**src/rtl/fscm_pkg.sv**
```systemverilog
package fscm_pkg;
  localparam int GRP_W = 2;

  typedef enum logic [GRP_W-1:0] {
    GRP_PRI     = 2'd0,
    GRP_SEC     = 2'd1,
    GRP_FAST_RC = 2'd2,
    GRP_SLOW_RC = 2'd3
  } grp_e;
endpackage

```
**src/rtl/fscm_edge_watch.sv**
```systemverilog
module fscm_edge_watch
  import fscm_pkg::*;
#(
  parameter int N_GRP = 4,
  parameter int WIN   = 4
) (
  input  logic             clk,
  input  logic             rst_n,
  input  logic             mon_en,
  input  logic [N_GRP-1:0] src_tgl,
  input  logic [N_GRP-1:0] src_ok,
  input  grp_e             cur,
  input  logic             tmr_done,
  output logic             fail_req
);
  localparam int CW = $clog2(WIN + 1);

  logic [N_GRP-1:0] edge_v;
  logic [CW-1:0]    cnt_q;
  grp_e             cur_last_q;
  logic             tmr_q;
  logic             starve, miss, quiet_rst;

  for (genvar g = 0; g < N_GRP; g++) begin : g_src
    logic p_q;
    always_ff @(posedge clk) begin
      if (!rst_n) p_q <= 1'b0;
      else        p_q <= src_tgl[g];
    end
    assign edge_v[g] = src_tgl[g] ^ p_q;
  end

  always_comb begin
    starve    = mon_en && !edge_v[cur] && (cur == cur_last_q) && (cnt_q == CW'(WIN - 1));
    miss      = mon_en && tmr_done && !tmr_q && !src_ok[cur];
    fail_req  = starve || miss;
    quiet_rst = !mon_en || edge_v[cur] || (cur != cur_last_q) || fail_req;
  end

  always_ff @(posedge clk) begin
    if (!rst_n) begin
      cnt_q      <= '0;
      cur_last_q <= GRP_PRI;
      tmr_q      <= 1'b0;
    end else begin
      cur_last_q <= cur;
      tmr_q      <= tmr_done;
      if (quiet_rst) cnt_q <= '0;
      else           cnt_q <= cnt_q + 1'b1;
    end
  end

  AST_CNT_BOUND: assert property (@(posedge clk) disable iff (!rst_n)
    cnt_q < CW'(WIN));
  AST_QUIET_OFF: assert property (@(posedge clk) disable iff (!rst_n)
    !mon_en |=> cnt_q == '0);
endmodule

```
**src/rtl/fscm_switch_ctrl.sv**
```systemverilog
module fscm_switch_ctrl
  import fscm_pkg::*;
#(
  parameter int N_GRP = 4
) (
  input  logic             clk,
  input  logic             rst_n,
  input  logic [1:0]       cfg_mode,
  input  logic [GRP_W-1:0] cfg_osc,
  input  logic [N_GRP-1:0] src_ok,
  input  logic             ctl_wr,
  input  logic [GRP_W-1:0] ctl_nsrc,
  input  logic             ctl_swen,
  input  logic             ctl_clr_fail,
  input  logic             fail_req,
  output grp_e             cur_q,
  output grp_e             nsrc_q,
  output logic             swen_q,
  output logic             cf_q,
  output logic             trap_q
);
  grp_e cur_n, nsrc_n;
  logic swen_n, cf_n, trap_n, sw_off;

  assign sw_off = cfg_mode[1];

  always_comb begin
    cur_n  = cur_q;
    nsrc_n = nsrc_q;
    swen_n = swen_q;
    cf_n   = cf_q;
    trap_n = 1'b0;
    if (sw_off) begin
      cur_n  = grp_e'(cfg_osc);
      swen_n = 1'b0;
    end else begin
      if (swen_q && src_ok[nsrc_q]) begin
        cur_n  = nsrc_q;
        swen_n = 1'b0;
      end
      if (ctl_wr) begin
        nsrc_n = grp_e'(ctl_nsrc);
        if (!ctl_swen)    swen_n = 1'b0;
        else if (!swen_q) swen_n = 1'b1;
      end
    end
    if (ctl_wr && ctl_clr_fail) cf_n = 1'b0;
    if (fail_req && !sw_off) begin
      cur_n  = GRP_FAST_RC;
      swen_n = 1'b0;
      cf_n   = 1'b1;
      trap_n = 1'b1;
    end
  end

  always_ff @(posedge clk) begin
    if (!rst_n) begin
      cur_q  <= grp_e'(cfg_osc);
      nsrc_q <= grp_e'(cfg_osc);
      swen_q <= 1'b0;
      cf_q   <= 1'b0;
      trap_q <= 1'b0;
    end else begin
      cur_q  <= cur_n;
      nsrc_q <= nsrc_n;
      swen_q <= swen_n;
      cf_q   <= cf_n;
      trap_q <= trap_n;
    end
  end

  AST_DIS_FOLLOW: assert property (@(posedge clk) disable iff (!rst_n)
    sw_off |=> (cur_q == grp_e'($past(cfg_osc))) && !swen_q);
  AST_CUR_HOLD: assert property (@(posedge clk) disable iff (!rst_n)
    (!sw_off && !swen_q && !fail_req) |=> $stable(cur_q));
  AST_SW_DONE: assert property (@(posedge clk) disable iff (!rst_n)
    (!sw_off && swen_q && src_ok[nsrc_q] && !fail_req && !ctl_wr)
      |=> (cur_q == $past(nsrc_q)) && !swen_q);
  AST_ABORT: assert property (@(posedge clk) disable iff (!rst_n)
    (!sw_off && ctl_wr && !ctl_swen) |=> !swen_q);
  AST_FAIL_FRC: assert property (@(posedge clk) disable iff (!rst_n)
    fail_req |=> (cur_q == GRP_FAST_RC) && cf_q && !swen_q);
  AST_TRAP_CAUSE: assert property (@(posedge clk) disable iff (!rst_n)
    trap_q |-> $past(fail_req));
  AST_FLAG_HOLD: assert property (@(posedge clk) disable iff (!rst_n)
    (cf_q && !(ctl_wr && ctl_clr_fail)) |=> cf_q);
endmodule

```
**src/rtl/fscm_sel_decode.sv**
```systemverilog
module fscm_sel_decode
  import fscm_pkg::*;
#(
  parameter int N_GRP = 4
) (
  input  grp_e             cur,
  output logic [N_GRP-1:0] sel
);
  for (genvar g = 0; g < N_GRP; g++) begin : g_sel
    assign sel[g] = (cur == grp_e'(g));
  end
endmodule

```
**src/rtl/clk_failsafe_switch.sv**
```systemverilog
module clk_failsafe_switch
  import fscm_pkg::*;
#(
  parameter int N_GRP = 4,
  parameter int WIN   = 4
) (
  input  logic             clk,
  input  logic             rst_n,
  input  logic [1:0]       cfg_mode,
  input  logic [GRP_W-1:0] cfg_osc,
  input  logic [N_GRP-1:0] src_tgl,
  input  logic [N_GRP-1:0] src_ok,
  input  logic             start_tmr_done,
  input  logic             ctl_wr,
  input  logic [GRP_W-1:0] ctl_nsrc,
  input  logic             ctl_swen,
  input  logic             ctl_clr_fail,
  output logic [GRP_W-1:0] cur_src,
  output logic [GRP_W-1:0] new_src,
  output logic             sw_pend,
  output logic [N_GRP-1:0] clk_sel,
  output logic             clk_fail,
  output logic             fail_trap
);
  grp_e cur, nsrc;
  logic fail_req, mon_en;

  assign mon_en = (cfg_mode == 2'b00);

  fscm_edge_watch #(.N_GRP(N_GRP), .WIN(WIN)) u_watch (
    .clk      (clk),
    .rst_n    (rst_n),
    .mon_en   (mon_en),
    .src_tgl  (src_tgl),
    .src_ok   (src_ok),
    .cur      (cur),
    .tmr_done (start_tmr_done),
    .fail_req (fail_req)
  );

  fscm_switch_ctrl #(.N_GRP(N_GRP)) u_ctrl (
    .clk          (clk),
    .rst_n        (rst_n),
    .cfg_mode     (cfg_mode),
    .cfg_osc      (cfg_osc),
    .src_ok       (src_ok),
    .ctl_wr       (ctl_wr),
    .ctl_nsrc     (ctl_nsrc),
    .ctl_swen     (ctl_swen),
    .ctl_clr_fail (ctl_clr_fail),
    .fail_req     (fail_req),
    .cur_q        (cur),
    .nsrc_q       (nsrc),
    .swen_q       (sw_pend),
    .cf_q         (clk_fail),
    .trap_q       (fail_trap)
  );

  fscm_sel_decode #(.N_GRP(N_GRP)) u_sel (
    .cur (cur),
    .sel (clk_sel)
  );

  assign cur_src = cur;
  assign new_src = nsrc;

  AST_SEL_ONEHOT: assert property (@(posedge clk) disable iff (!rst_n)
    $onehot(clk_sel) && clk_sel[cur_src]);
  AST_TRAP_FLAG: assert property (@(posedge clk) disable iff (!rst_n)
    fail_trap |-> clk_fail && (cur_src == 2'd2));
endmodule

```
**config.mk**
```make
export PLATFORM = sky130hd
export DESIGN_NAME = clk_failsafe_switch
export DESIGN_NICKNAME = d
export VERILOG_FILES = /design/src/rtl/fscm_pkg.sv /design/src/rtl/fscm_edge_watch.sv /design/src/rtl/fscm_switch_ctrl.sv /design/src/rtl/fscm_sel_decode.sv /design/src/rtl/clk_failsafe_switch.sv
export SDC_FILE = /design/constraint.sdc
export NUM_CORES = 1
export LEC_CHECK = 0
export CAP_MARGIN = 20
export CORE_ASPECT_RATIO = 0.75
export CORE_MARGIN = 3
export CORE_UTILIZATION = 38
export DETAILED_ROUTE_END_ITERATION = 6
export GPL_ROUTABILITY_DRIVEN = 0
export PLACE_DENSITY = 0.7
export SLEW_MARGIN = 20
export SYNTH_ARGS = -nofsm -noshare
export SYNTH_HDL_FRONTEND = slang
export SYNTH_SLANG_ARGS = --single-unit
```
**constraint.sdc**
```tcl
create_clock -name clk -period 1.9 [get_ports clk]
set_clock_uncertainty 0.05 [all_clocks]
set_input_delay 0.57 -clock clk [delete_from_list [all_inputs] [get_ports clk]]
set_output_delay 0.57 -clock clk [all_outputs]
set_load 0.02 [all_outputs]
```
==> flow_metrics.py <==
metrics = {
    "status": {
        "status": "complete, no violations",
    },
    "synthesis": {
        "yosysTopAreaCell": "dfxtp_1",
        "synth-compound-area-share": 0.129,
        "synth_nets": 93,
        "yosys_warnings": 0,
        "ys_seq_area_frac": 0.462,
        "synth_area_um2": 823,
        "synth_top_family_by_area": "simple AND/OR/NAND/NOR gates",
        "synth_top_area_frac": 0.316,
        "yosysUniqueCellTypes": 29,
        "synth_seq_cells": 17,
        "synth.area.mux_share": 0.0942,
        "synthAdderAreaFrac": 0.0304,
        "synth-edff-count": 4,
        "avgSynthCellArea_um2": 11.6,
        "synthCells": 71,
        "synthSimpleGateAreaFrac": 0.195,
        "synthXorXnorAreaFrac": 0.0532,
        "synth-main-ff-cell": "dfxtp_1",
        "synthTopCellsByArea": "dfxtp_1 (32%), edfxtp_1 (15%), and2_1 (6.8%), mux4_2 (5.5%), xor2_1 (5.3%)",
        "ys_async_sr_fraction": 0,
    },
    "cts": {
        "clock_path_buffers": 2,
        "cts_tree": "built",
        "cts_root_buf": "clkbuf_4",
        "clock_sinks": 17,
        "clkLatencyLatePin_ps": 280,
        "cts_buffers": 3,
        "cts_hold_buffers": 0,
        "cts_max_level": 1,
        "path_clk_slew_ps": 90,
    },
    "place": {
        "detailed_place_hpwl_mm": 1.44,
        "port_buffers": 30,
        "place_inst": 132,
    },
    "global_route": {
        "grt_overflow": 0,
        "grt_pass1_wl_mm": 3.05,
        "antenna_found_initial": 0,
        "grtUsageTotal": 0.152,
        "grt_max_degree": 12,
        "grt_pass1_vias": 693,
    },
    "power_and_ir_drop": {
        "p_comb_frac": 0.277,
        "p_switching_mw": 0.227,
        "p_int_mw": 0.600,
        "p_sw_frac": 0.274,
        "pwr-share-seq": 0.493,
        "power_frac_clock": 0.230,
        "ir_drop_uv": 435,
        "p_leak_nw": 0.567,
        "p_per_area_mw_per_mm2": 644,
    },
    "cells_and_area": {
        "seq_area_um2": 380,
        "fillers": 155,
        "instances_no_fill": 140,
        "area.growth.synth_to_final_pct": 55.9,
        "multiInputGateArea_um2": 442,
        "diodes": 0,
        "nNetsFinal": 141,
        "final_util": 0.680,
        "drive_gt1_frac": 0.280,
    },
    "critical_path": {
        "cp_num_buf_inv": 2,
        "r2r_slack_ps": 20,
        "path_max_fanout": 4,
        "reg2regPathDepth": 7,
        "crit_type": "in -> reg",
        "path_cells": "clkdlybuf4s50_1, a2111oi_4, a41o_4, buf_4, o31a_1",
        "critPathSlowestCell": "clkdlybuf4s50_1",
        "crit_path_end_kind": "flop",
        "setup.worst_path.start_class": "primary input",
        "arrival_ps": 1890,
        "cp.required_ps": 1900,
        "critPathMaxStageDelay_ps": 580,
        "cp.depth": 5,
        "path_delay_family": "buffers and inverters",
    },
    "die": {
        "die_y_um": 46.3,
        "core_area_mm2": 0.00189,
        "start_util": 0.436,
        "num_rows": 13,
        "die-area_mm2": 0.00277,
        "chipWidth_um": 59.7,
        "ios": 31,
    },
    "timing": {
        "finalSetupViolations": 0,
        "post-route-period-util": 0.996,
        "final.min_clock_period_ps": 1890,
        "finalHoldViolCount": 0,
        "slew_headroom": 0.792,
        "slew_viol_final": 0,
        "rsz0062_at_grt": "yes",
        "max_freq_mhz": 528,
        "worst_pin_slew_ps": 309,
    },
    "detailed_routing": {
        "vias": 674,
        "drt-pass1-iter-count": 3,
        "wire_per_inst_um": 12.8,
        "route.antenna.remaining_nets": 0,
        "viasPerCell": 4.81,
        "drt_iter0_drc": 15,
        "drt-total-wl_mm": 1.79,
        "drc": 0,
    },
    "run": {
        "cap_viol_max_count": 0,
    },
    "hold_path": {
        "min_delay_path_depth": 1,
        "hold_class": "reg -> reg",
    },
}
-- cell families after synthesis --
| family | count (synthesis) |
|---|---|
| mux | 5 |
| compound gates | 11 |
| simple gates | 25 |
| buf+inv | 6 |
| fa+ha+maj | 2 |
| flops | 17 |
| xor+xnor | 5 |
-- sequential cells by signal (all words and copies together), names as in the netlist --
| register | flops |
|---|---|
| u_ctrl.cf_q | 1 |
| u_ctrl.cur_q | 2 |
| u_ctrl.nsrc_q | 2 |
| u_ctrl.swen_q | 1 |
| u_ctrl.trap_q | 1 |
| u_watch.cnt_q | 3 |
| u_watch.cur_last_q | 2 |
| u_watch.g_src.p_q | 4 |
| u_watch.tmr_q | 1 |
-- area by class of cell --
class                      count  area share
multi-input combinational     48       0.344
timing repair buffer          45       0.306
sequential                    17       0.296
tap                           22      0.0214
clock buffer                   4      0.0205
inverter                       4      0.0117
-- power by group through the flow --
stage | Sequential [mW] | Clock (mW) | Combinational (mW)
floorplan | 0.430 | 0 | 0.0909
global placement | 0.418 | 0 | 0.222
detailed placement | 0.419 | 0 | 0.224
CTS | 0.407 | 0.198 | 0.227
global route | 0.410 | 0.224 | 0.249
finish | 0.408 | 0.190 | 0.229
-- path summary, 6_finish.rpt --
kind,from,end
max,cfg_mode[0],u_ctrl.cur_q[1]
min,u_watch.cnt_q[0],u_watch.cnt_q[0]
max reg2reg,u_ctrl.cur_q[1],u_ctrl.cur_q[1]
min reg2reg,u_watch.cnt_q[0],u_watch.cnt_q[0]
-- routing by layer --
metal / up-vias / routed length (um) / track usage
li1: 351 / - / -
met1: 307 / 780 / 0.176
met2: 16 / 922 / 0.272
met3: 0 / 85 / 0.0588
met4: 0 / 0 / 0.0265
met5: - / 0 / 0
-- stage by stage --
step           setup TNS, ps  hold slack, ps  setup slack [ps]  cell area, um2  power (mW)
6_report                   0             391              7.22            1280       0.827
5_1_grt                 -233             420             -64.3            1280       0.884
3_3_place_gp           -3430             367              -465            1220       0.640
4_1_cts                -70.7             399             -35.3            1270       0.832
2_1_floorplan           -376             357              -155             828       0.520
3_5_place_dp           -3630             385              -502            1220       0.643
-- cells in the final DEF (no fill, tap or decap), types with 2 or more instances in the layout --
cell	synthesis	final
ha_1	2	2
buf_6	1	2
dfxtp_1	13	13
and2_1	9	9
edfxtp_1	4	4
clkdlybuf4s50_1	0	11
nand2_1	2	2
dlygate4sd2_1	0	10
nor2_1	3	2
buf_2	0	3
nor4_1	2	2
nand2b_1	5	5
xor2_1	5	5
inv_1	4	4
a211o_1	2	2
mux4_2	2	2
clkbuf_4	0	3
mux2_2	2	2
buf_4	0	14
clkdlybuf4s15_1	0	4
-- synthesized netlist by cell type, drive strengths merged (2+ instances only) --
| library cell | n |
|---|---|
| and2 | 9 |
| xor2 | 5 |
| a211o | 2 |
| nand2b | 5 |
| nor4 | 3 |
| mux4 | 2 |
| edfxtp | 4 |
| nor2 | 3 |
| ha | 2 |
| mux2 | 2 |
| dfxtp | 13 |
| inv | 4 |
| nand2 | 2 |
-- what timing repair did --
action / CTS / global route
setup endpoints to repair: 16 / 9
buffers inserted: 4 / 0
gates cloned: 0 / 0
endpoints found under the hold margin: 0 / 0
pin swaps: 9 / 1
gates resized for setup: 35 / 6
Note: power is estimated with default switching activity, not from simulation.
